`config.mk`:
```
export PLATFORM = sky130hd
export DESIGN_NAME = hbus_strobe_gen
export DESIGN_NICKNAME = d
export VERILOG_FILES = /design/src/rtl/hbus_strobe_pkg.sv /design/src/rtl/hbus_window_dec.sv /design/src/rtl/hbus_refresh_seq.sv /design/src/rtl/hbus_strobe_gen.sv
export SDC_FILE = /design/constraint.sdc
export NUM_CORES = 1
export LEC_CHECK = 0
export ABC_CLOCK_PERIOD_IN_PS = 1900
export BUFFER_PORTS_ARGS = -buffer_cell sky130_fd_sc_hd__buf_2
export CAP_MARGIN = 25
export CORE_MARGIN = 1.5
export CORE_UTILIZATION = 42
export CTS_CLUSTER_DIAMETER = 80
export DETAILED_ROUTE_END_ITERATION = 8
export GPL_TIMING_DRIVEN = 0
export PLACE_DENSITY_LB_ADDON = 0.1
export SLEW_MARGIN = 30
export SYNTH_ARGS = -nofsm -noshare
export SYNTH_HDL_FRONTEND = slang
export SYNTH_SLANG_ARGS = --single-unit
```
`constraint.sdc`:
```
create_clock -name clk -period 1.9 [get_ports clk]
set_input_delay 0.19 -clock clk [delete_from_list [all_inputs] [get_ports clk]]
set_output_delay 0.19 -clock clk [all_outputs]
set_load 0.005 [all_outputs]
```
`src/rtl/hbus_strobe_pkg.sv`:
```
package hbus_strobe_pkg;

  // Active-high strobe requests produced by the address decoder
  typedef struct packed {
    logic rom;
    logic ram_cs;
    logic ram_oe;
    logic wr_hi;
    logic wr_lo;
  } strobe_req_t;

  // Top three byte-address bits selecting the RAM region (0xE00000 and up)
  localparam logic [2:0] RAM_TOP_CODE = 3'b111;

endpackage

```
`src/rtl/hbus_window_dec.sv`:
```
module hbus_window_dec
  import hbus_strobe_pkg::*;
#(
  parameter int ADR_MSB = 23
) (
  input  logic             as_n,
  input  logic             uds_n,
  input  logic             lds_n,
  input  logic             rd_wr,
  input  logic [ADR_MSB:1] adr,
  input  logic             dma_act,
  output strobe_req_t      req
);

  localparam int TOP_LSB = ADR_MSB - 2;

  logic [2:0] top_bits;
  logic       in_ram_area;
  logic       in_dma_ram_area;
  logic       cyc_act;
  logic       rd_cyc;
  logic       wr_cyc;

  assign top_bits        = adr[ADR_MSB:TOP_LSB];
  assign in_ram_area     = (top_bits == RAM_TOP_CODE);
  assign in_dma_ram_area = adr[ADR_MSB];
  assign cyc_act         = !as_n;
  assign rd_cyc          = cyc_act && rd_wr;
  assign wr_cyc          = cyc_act && !rd_wr;

  always_comb begin
    req        = '0;
    req.wr_hi  = wr_cyc && !uds_n;
    req.wr_lo  = wr_cyc && !lds_n;
    if (dma_act) begin
      req.rom    = rd_cyc;
      req.ram_cs = cyc_act && in_dma_ram_area;
      req.ram_oe = rd_cyc;
    end else begin
      req.rom    = rd_cyc && !in_ram_area;
      req.ram_cs = cyc_act && in_ram_area;
      req.ram_oe = rd_cyc && in_ram_area;
    end
  end

endmodule

```
`src/rtl/hbus_refresh_seq.sv`:
```
module hbus_refresh_seq #(
  parameter int REFRESH_INTERVAL = 128
) (
  input  logic clk,
  input  logic rst,
  input  logic ram_sel,
  output logic hold,
  output logic pulse
);

  localparam int CNT_W = $clog2(REFRESH_INTERVAL + 1);
  localparam logic [CNT_W-1:0] CNT_MAX = CNT_W'(REFRESH_INTERVAL);

  logic [CNT_W-1:0] cnt_q;
  logic             sel_q;
  logic             tag_q;
  logic             ph2_q;
  logic             due;
  logic             cyc_begin;
  logic             ext_start;

  assign due       = (cnt_q == CNT_MAX);
  assign cyc_begin = ram_sel && !sel_q && !ph2_q && !tag_q;
  assign ext_start = tag_q && !ram_sel;
  assign hold      = ext_start || ph2_q;
  assign pulse     = ph2_q;

  always_ff @(posedge clk) begin
    if (rst) begin
      cnt_q <= '0;
      sel_q <= 1'b0;
      tag_q <= 1'b0;
      ph2_q <= 1'b0;
    end else begin
      sel_q <= ram_sel;
      ph2_q <= ext_start;
      if (cyc_begin && due) begin
        tag_q <= 1'b1;
        cnt_q <= '0;
      end else begin
        if (ext_start) tag_q <= 1'b0;
        if (!due) cnt_q <= cnt_q + 1'b1;
      end
    end
  end

  AST_CNT_BOUND: assert property (@(posedge clk) disable iff (rst)
    cnt_q <= CNT_MAX);

  AST_TAG_ONLY_WHEN_DUE: assert property (@(posedge clk) disable iff (rst)
    $rose(tag_q) |-> $past(due));

  AST_PULSE_FOLLOWS_START: assert property (@(posedge clk) disable iff (rst)
    pulse |-> $past(tag_q) && !tag_q);

endmodule

```
`src/rtl/hbus_strobe_gen.sv`:
```
module hbus_strobe_gen
  import hbus_strobe_pkg::*;
#(
  parameter int ADR_MSB          = 23,
  parameter int REFRESH_INTERVAL = 128
) (
  input  logic             clk,
  input  logic             rst,
  input  logic             as_n,
  input  logic             uds_n,
  input  logic             lds_n,
  input  logic             rd_wr,
  input  logic [ADR_MSB:1] adr,
  input  logic             dma_act,
  output logic             rom_rd_n,
  output logic             ram_cs_n,
  output logic             ram_oe_n,
  output logic             wr_hi_n,
  output logic             wr_lo_n
);

  localparam int TOP_LSB = ADR_MSB - 2;

  strobe_req_t req;
  logic        ref_hold;
  logic        ref_pulse;

  hbus_window_dec #(
    .ADR_MSB (ADR_MSB)
  ) u_dec (
    .as_n    (as_n),
    .uds_n   (uds_n),
    .lds_n   (lds_n),
    .rd_wr   (rd_wr),
    .adr     (adr),
    .dma_act (dma_act),
    .req     (req)
  );

  hbus_refresh_seq #(
    .REFRESH_INTERVAL (REFRESH_INTERVAL)
  ) u_ref (
    .clk     (clk),
    .rst     (rst),
    .ram_sel (req.ram_cs),
    .hold    (ref_hold),
    .pulse   (ref_pulse)
  );

  always_ff @(posedge clk) begin
    if (rst) begin
      rom_rd_n <= 1'b1;
      ram_cs_n <= 1'b1;
      ram_oe_n <= 1'b1;
      wr_hi_n  <= 1'b1;
      wr_lo_n  <= 1'b1;
    end else begin
      rom_rd_n <= !req.rom;
      wr_hi_n  <= !req.wr_hi;
      wr_lo_n  <= !req.wr_lo;
      ram_cs_n <= !(req.ram_cs || ref_hold);
      ram_oe_n <= ref_hold ? !ref_pulse : !req.ram_oe;
    end
  end

  AST_WR_HI_LANE: assert property (@(posedge clk) disable iff (rst)
    !wr_hi_n |-> $past(!as_n && !uds_n && !rd_wr));

  AST_WR_LO_LANE: assert property (@(posedge clk) disable iff (rst)
    !wr_lo_n |-> $past(!as_n && !lds_n && !rd_wr));

  AST_ROM_WINDOW: assert property (@(posedge clk) disable iff (rst)
    !rom_rd_n |-> $past(!as_n && rd_wr &&
                        (dma_act || adr[ADR_MSB:TOP_LSB] != RAM_TOP_CODE)));

  AST_ROM_HIGH_AREA_DMA: assert property (@(posedge clk) disable iff (rst)
    !rom_rd_n && $past(adr[ADR_MSB:TOP_LSB] == RAM_TOP_CODE) |-> $past(dma_act));

  AST_OE_INSIDE_CS: assert property (@(posedge clk) disable iff (rst)
    !ram_oe_n && !$past(dma_act) |-> !ram_cs_n);

  AST_PULSE_AFTER_GAP: assert property (@(posedge clk) disable iff (rst)
    !ram_oe_n && $past(as_n) |-> $past(!ram_cs_n && ram_oe_n));

  AST_RELEASE: assert property (@(posedge clk) disable iff (rst)
    $past(as_n) |-> rom_rd_n && wr_hi_n && wr_lo_n);

endmodule

```
# Yosys cells after proc, flatten, opt, wreduce, memory -nomap -nowiden
# Cells that the tools add are included.
[word_totals] rom_bits=0 mem_bits_rw=0 output_inout_bits=5 mem_count=0 latchBits=0 word_cells=47 in_bits=30 regBits=16
[classes] reduce_logical=31 addsub=1 n_mul=0 n_shift=0 n_eq_ne=2 bitwise=0 div=0 muxes=4 n_lt_le_gt_ge=0
[op_table] op="1-bit zero test" n=14
[op_table] op="1-bit logical AND" n=13
[op_table] op="8-bit by 1-bit adder with 8-bit output, second input constant" n=1
[op_table] op="8-bit equality test, second input constant" n=1
[op_table] op="3-bit equality test, second input constant" n=1
[op_table] op="1-bit two-way mux" n=3
[op_table] op="3-bit two-way mux" n=1
[op_table] op="1-bit logical OR" n=2
[op_table] op="2-bit nonzero test" n=1
[op_table] op="2-bit OR reduction" n=1

# Logic depth before layout (Yosys ltp)
[depth] depth_word=9 ltp_mapped=6 mapped_depth_nobuf=6

# Modules after synthesis
# Synthesis repeated with hierarchy kept, for this count alone.
[unflattened] hier_cells=75 hier_area_um2=721.9
[modules_own_cells] mod="hbus_refresh_seq" cells_each=56 seq_area_each_um2=220.2 area_each_um2=520.5 instances=1
[modules_own_cells] mod="hbus_strobe_gen" cells_each=11 seq_area_each_um2=100.1 area_each_um2=142.6 instances=1
[modules_own_cells] mod="hbus_window_dec" cells_each=8 seq_area_each_um2=0.0 area_each_um2=58.8 instances=1

# Worst setup path before layout
# Ideal clock, no wire load.
[synth_timing] path_kind="register -> register" startpoint="register u_ref.cnt_q[2]" endpoint="register u_ref.cnt_q[0]" arrival_time_ps=1298 n_path_buf=0 setup_time_ps=115 required_time_ps=1785 period_less_slack_ps=1413 setup_slack_ps=487 stages_incl_launch_ff=5 cell_sequence="dfxtp_1 -> or3_4 -> nor4_4 -> a31o_2 -> nor2_1"
[synth_via] elab_chain_cells=3
[synth_rtl] element="start, declared" line="hbus_refresh_seq.sv:14" rtl="logic [CNT_W-1:0] cnt_q;"
[synth_rtl] element="start signal, assigned" line="hbus_refresh_seq.sv:42" rtl="if (!due) cnt_q <= cnt_q + 1'b1;"
[synth_rtl] element="8-bit equality test *" line="hbus_refresh_seq.sv:22" rtl="assign due = (cnt_q == CNT_MAX);"
[synth_rtl] element="1-bit logical AND" line="hbus_refresh_seq.sv:37" rtl="if (cyc_begin && due) begin"
[synth_rtl] element="2-bit OR reduction (no source line)"
# Mark *: on every way between the ends. The rest lies on a longest branch, timed or not.
# A chain may end at the register's enable or synchronous reset.

# Worst setup path after layout
[layout_timing] startpoint="register u_ref.cnt_q[2]" endpoint="register u_ref.cnt_q[3]"
[layout_via] elab_chain_cells=3 word_cells_on_any_way=4 cone_classes="add/sub (1); eq/ne (1); reduce/logical (2)"
[layout_rtl] element="branches (longest 3 deep; another with 8-bit by 1-bit adder with 8-bit output)"
# Parallel ways; which one is timed is not known.

==> metrics.cfg <==
[synth]
yosysWarnings = 0
synthCells = 65
yosys.area.top_type = dfxtp_1
synth.most_common_cell = dfxtp_1
synth_fp_nets = 97
ys.flop_type = dfxtp_1
yosys-top-cells-count = dfxtp_1, nor2_1, inv_1, nor3_1, xnor2_1
synth_edf_count = 0
avgSynthCellArea_um2 = 9.95
synth.top_cell.area_share_pct = 49.5
synth.distinct_cells = 25
yosysSeqAreaShare_pct = 49.5
ys_ff_latch = 16
synthArstFlopShare_pct = 0
synth_area_um2 = 647
synth.area.top_cells = dfxtp_1, xnor2_1, xor2_1

[clock_network]
cts_resized = 0
clkTransAtPathRegs_ns = 0.09
cts_buffers = 3
clk_latency_ns = 0.28
clock_sinks = 16
htree_levels = 1
cts_setup_buffers = 0
cts_tree = built
cts_buffer_depth = 2
postCtsHoldBufs = 0
cts_root_buffer = clkbuf_4

[power]
pwr_density_cell_nw_per_um2 = 807
p_leak_nw = 0.303
peakVddDrop_mv = 0.504

[critical_path]
cp_cell_sequence = or3_4 > nor4_4 > a31o_2 > nor2_1
path_depth = 4
worstPathRequired_ns = 2.08
criticalPathCategory = reg2reg
crit_path_max_incr_delay_ns = 0.41
path_max_fanout = 6
worst-r2r-setup-slack_ns = 0.32
cpMaxStageDelayCell = or3_4
r2r_cells = 4
crit_family = simple AND/OR/NAND/NOR gates
cp.arrival_ns = 1.76
cp-start-kind = flip-flop
worst-path-buf-inv = 0
crit_path_end_kind = flip-flop

[sta]
max_freq_ghz = 0.631
hold_ws_ns = 0.0799
finalSetupTns_ns = 0
setup_slack_ns = 0.315
period_share_pct = 83.4
period_needed_ns = 1.58
setup_violations = 0
slew_headroom_pct = 71.6
grt_setup_unrepaired = false
clock_skew_ns = 0.000512
maxSlewViolCount = 0
hold_viol = 0
tightest_slew_ns = 0.422

[detailed_routing]
postRouteAntennaNets = 0
wirelength_um = 1100
dr.pass1.iters = 2
num_vias = 499
first_iter_violations = 7
vias_per_cell = 5.09
drc_errors = 0
routedWlPerCell_um = 11.2

[placement]
post-dp-hpwl_um = 816
place_ws_ns = 0.340
port_buffers = 14
place_congestion = 0.691
dp.cells = 94

[floorplan]
dieArea_um2 = 1780
core_area_um2 = 1370
die_x_um = 42.2
initial_utilization_pct = 47.3
die_h_um = 42.2
io_pins = 35
row_count = 13

[global_route]
busiest_layer = met2
grt_pass1_vias = 435
grt_antenna_before_repair = 0
grt_pass1_wl_um = 1730
grt_usage_pct = 13.2
grt_max_degree = 10
grt_overflow = 0
use_met2_pct = 20.3
met1_usage_pct = 15.3
met3_usage_pct = 3.02

[outcome]
status = finished, final reports clean

[cells_and_area]
final_cells = 98
layout-drive-gt1-share_pct = 25.3
area_delta_synth_final_pct = 19.3
antenna_cells = 0
nNetsFinal = 116

[min_path]
hp-class = in2reg
hold_depth = 2

[run]
maxCapViolCount = 0

==> state kept, by name, indices dropped and copies added, names as in the netlist <==
| name | cells |
|---|---|
| wr_hi_n | 1 |
| rom_rd_n | 1 |
| u_ref.pulse | 1 |
| u_ref.sel_q | 1 |
| u_ref.cnt_q | 8 |
| u_ref.tag_q | 1 |
| wr_lo_n | 1 |
| ram_oe_n | 1 |
| ram_cs_n | 1 |
==> power breakdown <==
part	internal (mW)	switching (mW)
Sequential	0.345	0.00747
Clock	0.117	0.104
Combinational	0.0248	0.0246
==> cell type report <==
type	count	area, um2
tap	15	18.8
timing repair buffer	14	70.1
sequential	16	320
clock buffer	4	36.3
inverter	4	15.0
fill	133	594
multi-input combinational	45	312
==> through the flow <==
step           power [mW]  cell area (um2)  util [%]
5_1_grt             0.649              772      56.5
3_5_place_dp        0.409              736      53.8
2_1_floorplan       0.386              647         -
6_report            0.623              772      56.5
4_1_cts             0.631              772      56.5
3_3_place_gp        0.408              736      53.8
==> per-layer routing <==
layer / share of wire [%] / up-vias
li1: - / 264
met1: 51 / 223
met2: 42 / 8
met3: 3.2 / 4
met4: 3.5 / 0
met5: 0 / -
==> cell families after synthesis <==
group	after synthesis	share of synthesized area [%]
XOR/XNOR	7	9.48
flip-flops	16	49.5
AO/OA/AOI/OAI	8	7.54
multiplexers	1	1.55
buffers and inverters	4	2.32
adder cells (fa/ha/maj)	2	3.87
AND/OR/NAND/NOR	27	25.7
==> placed cells by master, fill, tap and decap left out <==
master and count:
dfxtp_1 16, or4_1 2, inv_1 4, xor2_1 3, o31ai_1 1, a21oi_1 3
nand3_1 3, or3_4 1, nand4_1 1, xnor2_1 4, buf_2 14, and3_1 1
nand2b_1 1, ha_1 2, nor3b_1 1, clkbuf_4 3, nor2b_1 2, nor4_4 1
and4_1 1, a31o_2 1, o21ai_0 2, and2_1 1, clkbuf_8 1, nor2_1 6
mux2i_1 1, nor3_1 4, o211ai_1 1, nand2_1 2
==> path summary, 6_finish.rpt <==
check                              start                           to
max          u_ref.cnt_q[2]$_SDFFE_PP0N_  u_ref.cnt_q[3]$_SDFFE_PP0N_
min                                lds_n           wr_lo_n$_SDFF_PP1_
max reg2reg  u_ref.cnt_q[2]$_SDFFE_PP0N_  u_ref.cnt_q[3]$_SDFFE_PP0N_
min reg2reg       u_ref.pulse$_SDFF_PP0_          ram_cs_n$_SDFF_PP1_
Note: power is estimated with default switching activity, not from simulation.
